$ cat config.mk
export PLATFORM = sky130hd
export DESIGN_NAME = i2c_host_regs
export DESIGN_NICKNAME = d
export VERILOG_FILES = /design/src/rtl/ihc_pkg.sv /design/src/rtl/ihc_addr_dec.sv /design/src/rtl/ihc_cmd_slot.sv /design/src/rtl/ihc_regs.sv /design/src/rtl/i2c_host_regs.sv
export SDC_FILE = /design/constraint.sdc
export NUM_CORES = 1
export LEC_CHECK = 0
export CAP_MARGIN = 10
export CORE_ASPECT_RATIO = 1.75
export CORE_UTILIZATION = 45
export CTS_BUF_LIST = sky130_fd_sc_hd__clkbuf_4 sky130_fd_sc_hd__clkbuf_8 sky130_fd_sc_hd__clkbuf_16
export DETAILED_ROUTE_END_ITERATION = 6
export PLACE_DENSITY = 0.68
export SLEW_MARGIN = 20
export SYNTH_ARGS = -nofsm -noshare
export SYNTH_HDL_FRONTEND = slang
export SYNTH_SLANG_ARGS = --single-unit
$ cat constraint.sdc
create_clock -name clk -period 2.94 [get_ports clk]
set_input_delay 0.588 -clock clk [delete_from_list [all_inputs] [get_ports clk]]
set_output_delay 0.588 -clock clk [all_outputs]
set_load 0.02 [all_outputs]
$ cat src/rtl/ihc_pkg.sv
package ihc_pkg;
  localparam int REG_W = 8;
  localparam int NREG  = 5;

  // register indices (byte offset = index * 4)
  localparam int RI_CTRL = 0;
  localparam int RI_STAT = 1;
  localparam int RI_OADR = 2;
  localparam int RI_DATA = 3;
  localparam int RI_LINE = 4;

  // control bits
  localparam int CB_ACKCHK = 7;
  localparam int CB_IE     = 5;
  localparam int CB_PEND   = 4;

  // status bits
  localparam int SB_BUSY = 5;
  localparam int SB_OE   = 4;
  localparam int SB_NACK = 0;

  localparam logic [1:0] MODE_MRX = 2'b10;
  localparam logic [1:0] MODE_MTX = 2'b11;

  localparam logic [REG_W-1:0] RST_ONES = {REG_W{1'b1}};

  typedef enum logic [1:0] {
    OP_START = 2'd0,
    OP_WRITE = 2'd1,
    OP_READ  = 2'd2,
    OP_STOP  = 2'd3
  } eng_op_e;
endpackage

$ cat src/rtl/ihc_addr_dec.sv
module ihc_addr_dec #(
  parameter int ADDR_W = 5,
  parameter int NSEL   = 5
) (
  input  logic [ADDR_W-1:0] addr,
  output logic [NSEL-1:0]   hit
);
  localparam int STRIDE = 4;

  generate
    for (genvar g = 0; g < NSEL; g++) begin : g_hit
      localparam logic [ADDR_W-1:0] OFS = ADDR_W'(g * STRIDE);
      assign hit[g] = (addr == OFS);
    end
  endgenerate
endmodule

$ cat src/rtl/ihc_cmd_slot.sv
module ihc_cmd_slot
  import ihc_pkg::*;
(
  input  logic             clk,
  input  logic             rst_n,
  input  logic             enq_vld,
  input  eng_op_e          enq_op,
  input  logic [REG_W-1:0] enq_byte,
  input  logic             eng_done,
  output logic             cmd_vld,
  output eng_op_e          cmd_op,
  output logic [REG_W-1:0] cmd_byte,
  output eng_op_e          done_op
);
  logic             slot_vld_q, slot_vld_d;
  eng_op_e          slot_op_q, slot_op_d;
  logic [REG_W-1:0] slot_byte_q, slot_byte_d;
  logic             infl_q, infl_d;
  eng_op_e          infl_op_q, infl_op_d;
  logic             issue;

  assign issue = slot_vld_q & ~infl_q;

  always_comb begin
    slot_vld_d  = slot_vld_q;
    slot_op_d   = slot_op_q;
    slot_byte_d = slot_byte_q;
    infl_d      = infl_q;
    infl_op_d   = infl_op_q;
    if (issue) begin
      slot_vld_d = 1'b0;
      infl_d     = 1'b1;
      infl_op_d  = slot_op_q;
    end else if (eng_done) begin
      infl_d = 1'b0;
    end
    if (enq_vld) begin
      slot_vld_d  = 1'b1;
      slot_op_d   = enq_op;
      slot_byte_d = enq_byte;
    end
  end

  always_ff @(posedge clk or negedge rst_n) begin
    if (!rst_n) begin
      slot_vld_q  <= 1'b0;
      slot_op_q   <= OP_START;
      slot_byte_q <= '0;
      infl_q      <= 1'b0;
      infl_op_q   <= OP_START;
    end else begin
      slot_vld_q  <= slot_vld_d;
      slot_op_q   <= slot_op_d;
      slot_byte_q <= slot_byte_d;
      infl_q      <= infl_d;
      infl_op_q   <= infl_op_d;
    end
  end

  assign cmd_vld  = issue;
  assign cmd_op   = slot_op_q;
  assign cmd_byte = slot_byte_q;
  assign done_op  = infl_op_q;
endmodule

$ cat src/rtl/ihc_regs.sv
module ihc_regs
  import ihc_pkg::*;
(
  input  logic             clk,
  input  logic             rst_n,
  input  logic             acc_sel,
  input  logic             acc_wr,
  input  logic [NREG-1:0]  hit,
  input  logic [REG_W-1:0] wdata,
  input  logic             done,
  input  eng_op_e          done_op,
  input  logic             done_ack,
  input  logic [REG_W-1:0] done_byte,
  output logic [REG_W-1:0] rdata,
  output logic             irq,
  output logic             enq_vld,
  output eng_op_e          enq_op,
  output logic [REG_W-1:0] enq_byte,
  output logic [REG_W-1:0] stat_o,
  output logic [REG_W-1:0] oadr_o
);
  logic [REG_W-1:0] con_q, con_d;
  logic [REG_W-1:0] stat_q, stat_d;
  logic [REG_W-1:0] oadr_q, oadr_d;
  logic [REG_W-1:0] ds_q, ds_d;
  logic [REG_W-1:0] lc_q, lc_d;
  logic             free_q, free_d;
  logic             wr_en, rd_en;
  logic             raise;

  assign wr_en = acc_sel & acc_wr;
  assign rd_en = acc_sel & ~acc_wr;

  always_comb begin
    con_d    = con_q;
    stat_d   = stat_q;
    oadr_d   = oadr_q;
    ds_d     = ds_q;
    lc_d     = lc_q;
    free_d   = free_q;
    enq_vld  = 1'b0;
    enq_op   = OP_START;
    enq_byte = '0;
    raise    = 1'b0;

    // ---------------- register writes ----------------
    if (wr_en && hit[RI_CTRL]) begin
      con_d          = wdata;
      con_d[CB_PEND] = con_q[CB_PEND];
      if (con_q[CB_PEND] && !wdata[CB_PEND]) begin
        con_d[CB_PEND] = 1'b0;
        if (!con_d[CB_IE]) stat_d[SB_BUSY] = 1'b0;
        if (stat_d[SB_BUSY]) begin
          if (free_q) begin
            if (stat_q[7:6] == MODE_MTX) begin
              stat_d[SB_NACK] = 1'b0;
              free_d          = 1'b0;
              enq_vld         = 1'b1;
              enq_op          = OP_WRITE;
              enq_byte        = ds_q;
            end else if (stat_q[7:6] == MODE_MRX) begin
              stat_d[SB_NACK] = 1'b0;
              free_d          = 1'b0;
              enq_vld         = 1'b1;
              enq_op          = OP_READ;
            end
          end else begin
            con_d[CB_PEND] = 1'b1;
          end
        end
      end
    end

    if (wr_en && hit[RI_STAT]) begin
      stat_d          = wdata;
      stat_d[SB_BUSY] = stat_q[SB_BUSY];
      if (!wdata[SB_OE]) begin
        stat_d[SB_BUSY] = 1'b0;
        free_d          = 1'b1;
        con_d[CB_PEND]  = 1'b0;
      end else if (wdata[7]) begin
        if (wdata[SB_BUSY]) begin
          stat_d[SB_NACK] = 1'b0;
          stat_d[SB_BUSY] = 1'b1;
          free_d          = 1'b0;
          enq_vld         = 1'b1;
          enq_op          = OP_START;
          enq_byte        = ds_q;
        end else begin
          enq_vld = 1'b1;
          enq_op  = OP_STOP;
          if (!con_q[CB_PEND]) stat_d[SB_BUSY] = 1'b0;
          free_d = 1'b1;
        end
      end
    end

    if (wr_en && hit[RI_OADR] && !stat_q[SB_OE]) oadr_d = wdata;

    if (wr_en && hit[RI_DATA] && stat_q[SB_OE]) begin
      ds_d   = wdata;
      free_d = 1'b1;
      if (stat_q[7:6] == MODE_MTX && stat_q[SB_BUSY] && !con_q[CB_PEND]) begin
        stat_d[SB_NACK] = 1'b0;
        free_d          = 1'b0;
        enq_vld         = 1'b1;
        enq_op          = OP_WRITE;
        enq_byte        = wdata;
      end
    end

    if (wr_en && hit[RI_LINE]) lc_d = wdata;

    // ---------------- data read side effect ----------------
    if (rd_en && hit[RI_DATA]) begin
      free_d = 1'b1;
      if (stat_q[7:6] == MODE_MRX && stat_q[SB_BUSY] && !con_q[CB_PEND]) begin
        stat_d[SB_NACK] = 1'b0;
        free_d          = 1'b0;
        enq_vld         = 1'b1;
        enq_op          = OP_READ;
      end
    end

    // ---------------- engine completion ----------------
    if (done) begin
      case (done_op)
        OP_START: begin
          if (!done_ack && con_d[CB_ACKCHK]) begin
            stat_d[SB_NACK] = 1'b1;
            raise           = 1'b1;
          end else if (stat_d[7:6] == MODE_MRX) begin
            stat_d[SB_NACK] = 1'b0;
            enq_vld         = 1'b1;
            enq_op          = OP_READ;
            enq_byte        = '0;
          end else begin
            raise = 1'b1;
          end
        end
        OP_WRITE: begin
          if (!done_ack && con_d[CB_ACKCHK]) stat_d[SB_NACK] = 1'b1;
          raise = 1'b1;
        end
        OP_READ: begin
          ds_d  = done_byte;
          raise = 1'b1;
        end
        default: ;
      endcase
    end
    if (raise && con_d[CB_IE]) con_d[CB_PEND] = 1'b1;
  end

  always_ff @(posedge clk or negedge rst_n) begin
    if (!rst_n) begin
      con_q  <= '0;
      stat_q <= '0;
      oadr_q <= RST_ONES;
      ds_q   <= RST_ONES;
      lc_q   <= '0;
      free_q <= 1'b1;
    end else begin
      con_q  <= con_d;
      stat_q <= stat_d;
      oadr_q <= oadr_d;
      ds_q   <= ds_d;
      lc_q   <= lc_d;
      free_q <= free_d;
    end
  end

  always_comb begin
    rdata = '0;
    if (hit[RI_CTRL]) rdata = con_q;
    if (hit[RI_STAT]) rdata = stat_q;
    if (hit[RI_OADR]) rdata = oadr_q;
    if (hit[RI_DATA]) rdata = ds_q;
    if (hit[RI_LINE]) rdata = lc_q;
  end

  assign irq    = con_q[CB_PEND];
  assign stat_o = stat_q;
  assign oadr_o = oadr_q;
endmodule

$ cat src/rtl/i2c_host_regs.sv
module i2c_host_regs
  import ihc_pkg::*;
#(
  parameter int ADDR_W = 5
) (
  input  logic              clk,
  input  logic              rst_n,
  input  logic              bus_sel,
  input  logic              bus_wr,
  input  logic [ADDR_W-1:0] bus_addr,
  input  logic [REG_W-1:0]  bus_wdata,
  output logic [REG_W-1:0]  bus_rdata,
  output logic              irq,
  output logic              eng_cmd_vld,
  output logic [1:0]        eng_cmd_op,
  output logic [REG_W-1:0]  eng_cmd_byte,
  input  logic              eng_done,
  input  logic              eng_ack,
  input  logic [REG_W-1:0]  eng_rbyte
);
  logic [NREG-1:0]  hit;
  logic             enq_vld;
  eng_op_e          enq_op;
  logic [REG_W-1:0] enq_byte;
  eng_op_e          cmd_op;
  eng_op_e          done_op;
  logic [REG_W-1:0] stat_w;
  logic [REG_W-1:0] oadr_w;

  ihc_addr_dec #(.ADDR_W(ADDR_W), .NSEL(NREG)) u_dec (
    .addr (bus_addr),
    .hit  (hit)
  );

  ihc_regs u_regs (
    .clk       (clk),
    .rst_n     (rst_n),
    .acc_sel   (bus_sel),
    .acc_wr    (bus_wr),
    .hit       (hit),
    .wdata     (bus_wdata),
    .done      (eng_done),
    .done_op   (done_op),
    .done_ack  (eng_ack),
    .done_byte (eng_rbyte),
    .rdata     (bus_rdata),
    .irq       (irq),
    .enq_vld   (enq_vld),
    .enq_op    (enq_op),
    .enq_byte  (enq_byte),
    .stat_o    (stat_w),
    .oadr_o    (oadr_w)
  );

  ihc_cmd_slot u_slot (
    .clk      (clk),
    .rst_n    (rst_n),
    .enq_vld  (enq_vld),
    .enq_op   (enq_op),
    .enq_byte (enq_byte),
    .eng_done (eng_done),
    .cmd_vld  (eng_cmd_vld),
    .cmd_op   (cmd_op),
    .cmd_byte (eng_cmd_byte),
    .done_op  (done_op)
  );

  assign eng_cmd_op = cmd_op;
endmodule

==> run metrics, run 1 <==
Cell Pwr Density=533 nW/um2; Max Fclk=351 MHz; Total Routing Usage GR=0.242; Post-route DRC=0; GR Util met2=0.422; via count=2,466; Slew Limit Headroom=0.588; Netlist Area Pre-Place=3010 um2; largest net degree at the start of global routing=28; crit path kind=in -> out; busiest grt layer=met2; Seq/Total Area, Yosys=0.464; DP Worst Slack=-138 ps; post-DR vias/cell=5.78; Critical Path Start Type=primary input; # hold bufs at CTS=0; Final Max Tran Viols=0; final period utilization=0.969; status=finished clean; met1 Use GR=0.282; endpoints failing setup=0; CTS Sinks=55; DRT Wirelength=7.77 mm; Die H=110 um; clk_skew=5.80 ps; Buf/Inv on CP=3; Setup crit end kind=primary output; Core Area=6490 um2; RSZ-0062 raised after global routing=false; top post-synthesis cells by area=dfrtp_1 (32%), dfstp_2 (15%), nand2_1 (6.5%), mux4_2 (6.0%), mux2_2 (4.9%); top cell type's share of synthesized area=0.316; initial antenna violation count=0; Critical Path RT=2350 ps; crit path max-delay cell type=mux4_2; hold crit path type=in -> async; fraction of layout cells with a size suffix above 1=0.246; first-pass GRT wire length=12.5 mm; number of diodes=0; CP Max Fanout=6; die area=7040 um2; Avg Synthesized Cell Area=10.6 um2; fin area=3810 um2; vias in the first global route=2,454; num rows=39; cell taking the most area after synthesis=dfrtp_1; H-tree depth=2; Antenna Nets Post-Route=0; DP Area=3670 um2; CP max stage delay=500 ps; Peak VDD IR=0.420 mV; CTS root buffer=clkbuf_16; Crit path max-delay family=buffers and inverters; most frequent cell after synthesis=nand2_1; crit path cell chain=clkdlybuf4s50_1, buf_4, mux4_2, a22o_1, dlygate4sd2_1; synthesis-stage register bit count=55; Pleak=0.00166 uW; Initial Utilization=0.464; Final WS setup=90.2 ps; Fin. Hold Viols=0; Arr. time, crit path=2260 ps; Reg clk slew, reported paths=70 ps; DP HPWL=6.09 mm; post-synth net total=316; Buffers on Ports=46; top post-synthesis cells by count=nand2_1 (52), dfrtp_1 (38), o21ai_0 (23), nor2_1 (20), dfstp_2 (17); # IOs=47; count of cell types in the netlist=53; clk buf depth=2; grt ovf=0; Yosys warning total=0; # Post-CTS Setup Buffers=0; Pre-antenna DRT Iters=4; Tmin final=2850 ps; Post-synth ARST share=1.00; nets=375; max-cap violations=0; number of synthesized flops with an enable pin=0; clock latency on the worst-skew pair=290 ps; Least-Margin Pin Slew=618 ps; gate count after technology mapping=285; cts bufs inserted=5; CTS tree=yes; Starting DRT DRC Count=131; wire per inst=18.2 um; area delta synth->final=26.5%; gp weighted congestion=0.932; grt met3 use=0.0463; Fill cells=590; ys flop type=dfrtp_1; die width=63.9 um
==> sequential cells by signal, indices dropped and copies added (netlist names) <==
name / flops
u_regs.lc_q: 8
u_regs.con_q: 8
u_slot.done_op: 2
u_slot.infl_q: 1
u_regs.free_q: 1
u_slot.cmd_byte: 8
u_regs.stat_o: 8
u_slot.slot_vld_q: 1
u_regs.ds_q: 8
u_regs.oadr_o: 8
u_slot.cmd_op: 2
==> final timing paths <==
path	from	end	slack, ps	cells past startpoint
worst max-delay path	bus_addr[2]	bus_rdata[0]	90	5
worst min-delay path	rst_n	u_regs.con_q[4]	310	1
worst max register to register	u_regs.stat_o[6]	u_slot.cmd_byte[2]	940	5
worst min register to register	u_regs.con_q[6]	u_regs.con_q[6]	480	2
max in group asynchronous	rst_n	u_regs.oadr_o[5]	1910	2
min in group clk	u_regs.con_q[6]	u_regs.con_q[6]	480	2
==> where the power goes <==
group / switching (uW) / internal, uW
Sequential: 106 / 914
Combinational: 207 / 209
Clock: 267 / 329
Total: 580 / 1450
==> cell type report <==
cell class / count / area, um2 / share of cell area
clock buffer: 6 / 133 / 0.0348
timing repair buffer: 65 / 613 / 0.161
clock inverter: 2 / 17.5 / 0.00460
multi-input combinational: 208 / 1510 / 0.397
sequential: 55 / 1400 / 0.367
inverter: 9 / 33.8 / 0.00886
tap: 82 / 103 / 0.0269
==> layer usage <==
| metal | share of wire | vias to the layer above |
|---|---|---|
| li1 | - | 1162 |
| met1 | 0.40 | 1222 |
| met2 | 0.53 | 64 |
| met3 | 0.038 | 18 |
| met4 | 0.033 | 0 |
| met5 | 0 | - |
==> cell families after synthesis <==
kind of cell	share of synthesized area
AOI/OAI and AO/OA	0.177
adders and majority gates	0.0166
buffers and inverters	0.0336
DFF	0.464
muxes	0.125
and+or+nand+nor	0.184
==> through the flow <==
| step | std cells | util | power [uW] | hold WS, ps | setup TNS [ps] |
|---|---|---|---|---|---|
| floorplan | 285 | - | 1240 | 292 | 0 |
| global placement | 419 | 0.566 | 1440 | 456 | -786 |
| detailed placement | 419 | 0.566 | 1450 | 463 | -861 |
| CTS | 427 | 0.587 | 2050 | 321 | 0 |
| global route | 427 | 0.587 | 2130 | 359 | 0 |
| finish | 427 | 0.587 | 2030 | 306 | 0 |
==> cells in the final DEF, fill, tap and decap left out, types with 2 or more instances in the layout <==
cell type         n
clkdlybuf4s50_1  37
nor3_2            2
ha_1              4
clkbuf_16         5
nand4b_1          3
nand2_1          52
dfrtp_1          38
and2_1            4
a211o_1           2
mux2i_1           5
a211oi_2          4
dfstp_2          17
or3_1             2
clkinv_4          2
nor2_1           20
mux4_2            8
nand3_1           6
mux2_2           13
buf_12            2
nor3_1            2
or2_2             2
o22ai_1           2
a222oi_1          4
buf_4            17
o211ai_1          3
inv_1             9
a22oi_1           4
dlygate4sd2_1     8
o2bb2ai_1         2
a22o_1            8
a21oi_1           8
nor4_2            3
o21ai_0          23
==> worst reg2reg max path: stages, from the launching register on <==
cell       delay (ps)
dfrtp_1           490
or2_2             360
a2111oi_4         470
nor3_2            160
a222oi_1          330
nor2_1             70
==> what timing repair did <==
action	4_1_cts	5_1_grt
setup endpoints to repair	8	0
hold endpoints to repair	0	0
resized for setup	8	0
No activity file was read; power rests on OpenSTA's default activity.
==> run 2: changes to the inputs <==
--- a/config.mk
+++ b/config.mk
@@ -10,8 +10,9 @@
 export CORE_UTILIZATION = 45
 export CTS_BUF_LIST = sky130_fd_sc_hd__clkbuf_4 sky130_fd_sc_hd__clkbuf_8 sky130_fd_sc_hd__clkbuf_16
 export DETAILED_ROUTE_END_ITERATION = 6
-export PLACE_DENSITY = 0.68
+export PLACE_DENSITY = 0.67
 export SLEW_MARGIN = 20
 export SYNTH_ARGS = -nofsm -noshare
 export SYNTH_HDL_FRONTEND = slang
+export SYNTH_HIERARCHICAL = 1
 export SYNTH_SLANG_ARGS = --single-unit
==> run 2 against run 1 <==
Compared with the run above:
- clock-buffer cell count decreased by 1
- global-route usage increased by 0.59 points
- total power decreased by 6.8%
- first-iteration DRC count increased by 65%
- clock skew increased by 3.6 ps
- wire length increased by 11%
==> run metrics, run 2 <==
DRT Wirelength=8.65 mm; Total Routing Usage GR=0.248; Reg2Reg Launch Point=u_regs/con_q[4]; fin area=4210 um2; initial antenna violation count=0; Max Fclk=349 MHz; crit path kind=in -> out; Post-route DRC=0; post-synthesis mux area share=0.143; CP Max Fanout=6; Fin. Hold Viols=0; Pleak=0.00187 uW; top cell type's share of synthesized area=0.304; Critical Path RT=2350 ps; Slew Limit Headroom=0.616; largest net degree at the start of global routing=26; hold crit path type=in -> async; top post-synthesis cells by area=dfrtp_1 (30%), dfstp_2 (14%), mux2_2 (9.3%), nand2_1 (8.3%), o21ai_0 (4.8%); CTS tree=yes; clk buf depth=2; compound-gate portion of the synthesized area=0.152; Netlist Area Pre-Place=3130 um2; CTS Sinks=55; crit path cell chain=clkdlybuf4s15_1, or3_4, nor3_4, nor2b_1, buf_4, a221oi_4, o31a_1, o21ai_1, buf_4; DP Area=3950 um2; most frequent cells in the layout=nand2_1 (69), buf_4 (51), dfrtp_1 (38); Antenna Nets Post-Route=0; nets=441; post-DR vias/cell=5.80; CP max stage delay=360 ps; top post-synthesis cells by count=nand2_1 (69), dfrtp_1 (38), o21ai_0 (30), mux2_2 (26), dfstp_2 (17); Setup crit end kind=primary output; grt ovf=0; synthesis-stage register bit count=55; commonest non-fill, non-tap cell in the layout=nand2_1; area share of fa/ha/maj cells after synthesis=0.0160; Pre-antenna DRT Iters=5; Arr. time, crit path=2280 ps; Critical Path Most Common Cell=buf_4; Tmin final=2870 ps; Avg Synthesized Cell Area=9.67 um2; largest family of logic cells by synthesized area=simple AND/OR/NAND/NOR gates; H-tree depth=2; Yosys warning total=6; crit path max-delay cell type=or3_4; endpoints failing setup=0; Post-synth ARST share=1.00; Buffers on Ports=46; CTS root buffer=clkbuf_16; Critical Path Start=bus_addr[3]; max-cap violations=0; number of synthesized flops with an enable pin=0; Initial Utilization=0.472; wire per inst=17.5 um; post-layout power=1890 uW; via count=2,858; Peak VDD IR=0.388 mV; # IOs=47; Reg clk slew, reported paths=70 ps; Critical Path Start Type=primary input; fraction of layout cells with a size suffix above 1=0.331; XOR/XNOR Fraction of Synth Area=0; cts bufs inserted=5; Starting DRT DRC Count=216; vias in the first global route=2,860; Seq/Total Area, Yosys=0.446; die width=65.1 um; final period utilization=0.975; Core Area=6640 um2; DP HPWL=6.30 mm; area delta synth->final=34.5%; first-pass GRT wire length=14.0 mm; Cell Pwr Density=450 nW/um2; die area=7310 um2; Synth Area in Simple Gates=0.205; Die H=112 um; ys flop type=dfrtp_1; post-layout util=0.635; gp weighted congestion=0.857; number of diodes=0; count of cell types in the netlist=50; clk_skew=9.38 ps; status=finished clean; num rows=39; gate count after technology mapping=324; Least-Margin Pin Slew=577 ps; Final Max Tran Viols=0; post-synth net total=355; most frequent cell after synthesis=nand2_1; clock latency on the worst-skew pair=290 ps; cell taking the most area after synthesis=dfrtp_1
## run 2: cells by family (layout without fill, tap and decap cells)
group,after synthesis,in the layout
AOI/OAI and AO/OA,72,72
adders and majority gates,4,4
buffers and inverters,25,112
DFF,55,55
muxes,40,40
and+or+nand+nor,128,128
## run 2: final timing paths
kind | endpoint | slack (ps) | depth (start not counted)
setup / recovery | bus_rdata[5] | 70 | 9
hold / removal | u_regs/lc_q[3] | 290 | 1
setup reg to reg | u_slot/cmd_byte[7] | 850 | 6
hold reg to reg | u_regs/oadr_o[4] | 490 | 2
max in group asynchronous | u_regs/ds_q[4] | 1920 | 2
min in group clk | u_regs/oadr_o[4] | 490 | 2
## run 2: layout make-up
type | instances | area, um2
clock inverter | 3 | 50.0
fill | 582 | 2420
timing repair buffer | 97 | 816
sequential | 55 | 1400
clock buffer | 5 | 125
inverter | 7 | 26.3
tap | 82 | 103
multi-input combinational | 244 | 1700
## run 2: metal layers
metal,GRT usage,wire [um]
met5,0,0
met4,0.0957,224
met3,0.0376,435
met2,0.447,4590
met1,0.288,3400
## run 2: critical path, delay by kind of cell
family,cells,cell delay [ps]
simple gates,3,640
buf+inv,3,520
compound gates,3,520
## run 2: per-stage QoR
step | instances | setup TNS, ps | worst slack [ps] | hold WS [ps]
after floorplan | 324 | 0 | 61.2 | 292
after global placement | 478 | -7660 | -629 | 459
after detailed placement | 478 | -7780 | -698 | 464
after CTS | 492 | 0 | 18.2 | 301
after global routing | 493 | -18.6 | -8.35 | 325
final | 493 | 0 | 74.7 | 287
## run 2: what timing repair did
| item | CTS | global route |
|---|---|---|
| setup buffers | 6 | 1 |
| pin swaps | 8 | 2 |
| resized for setup | 57 | 4 |
| endpoints found under the setup margin | 10 | 13 |
| hold buffers | 0 | 0 |
## run 2: where the power goes
group,internal [uW],switching (uW)
Sequential,848,73.8
Clock,411,279
Combinational,140,142
Total,1400,495
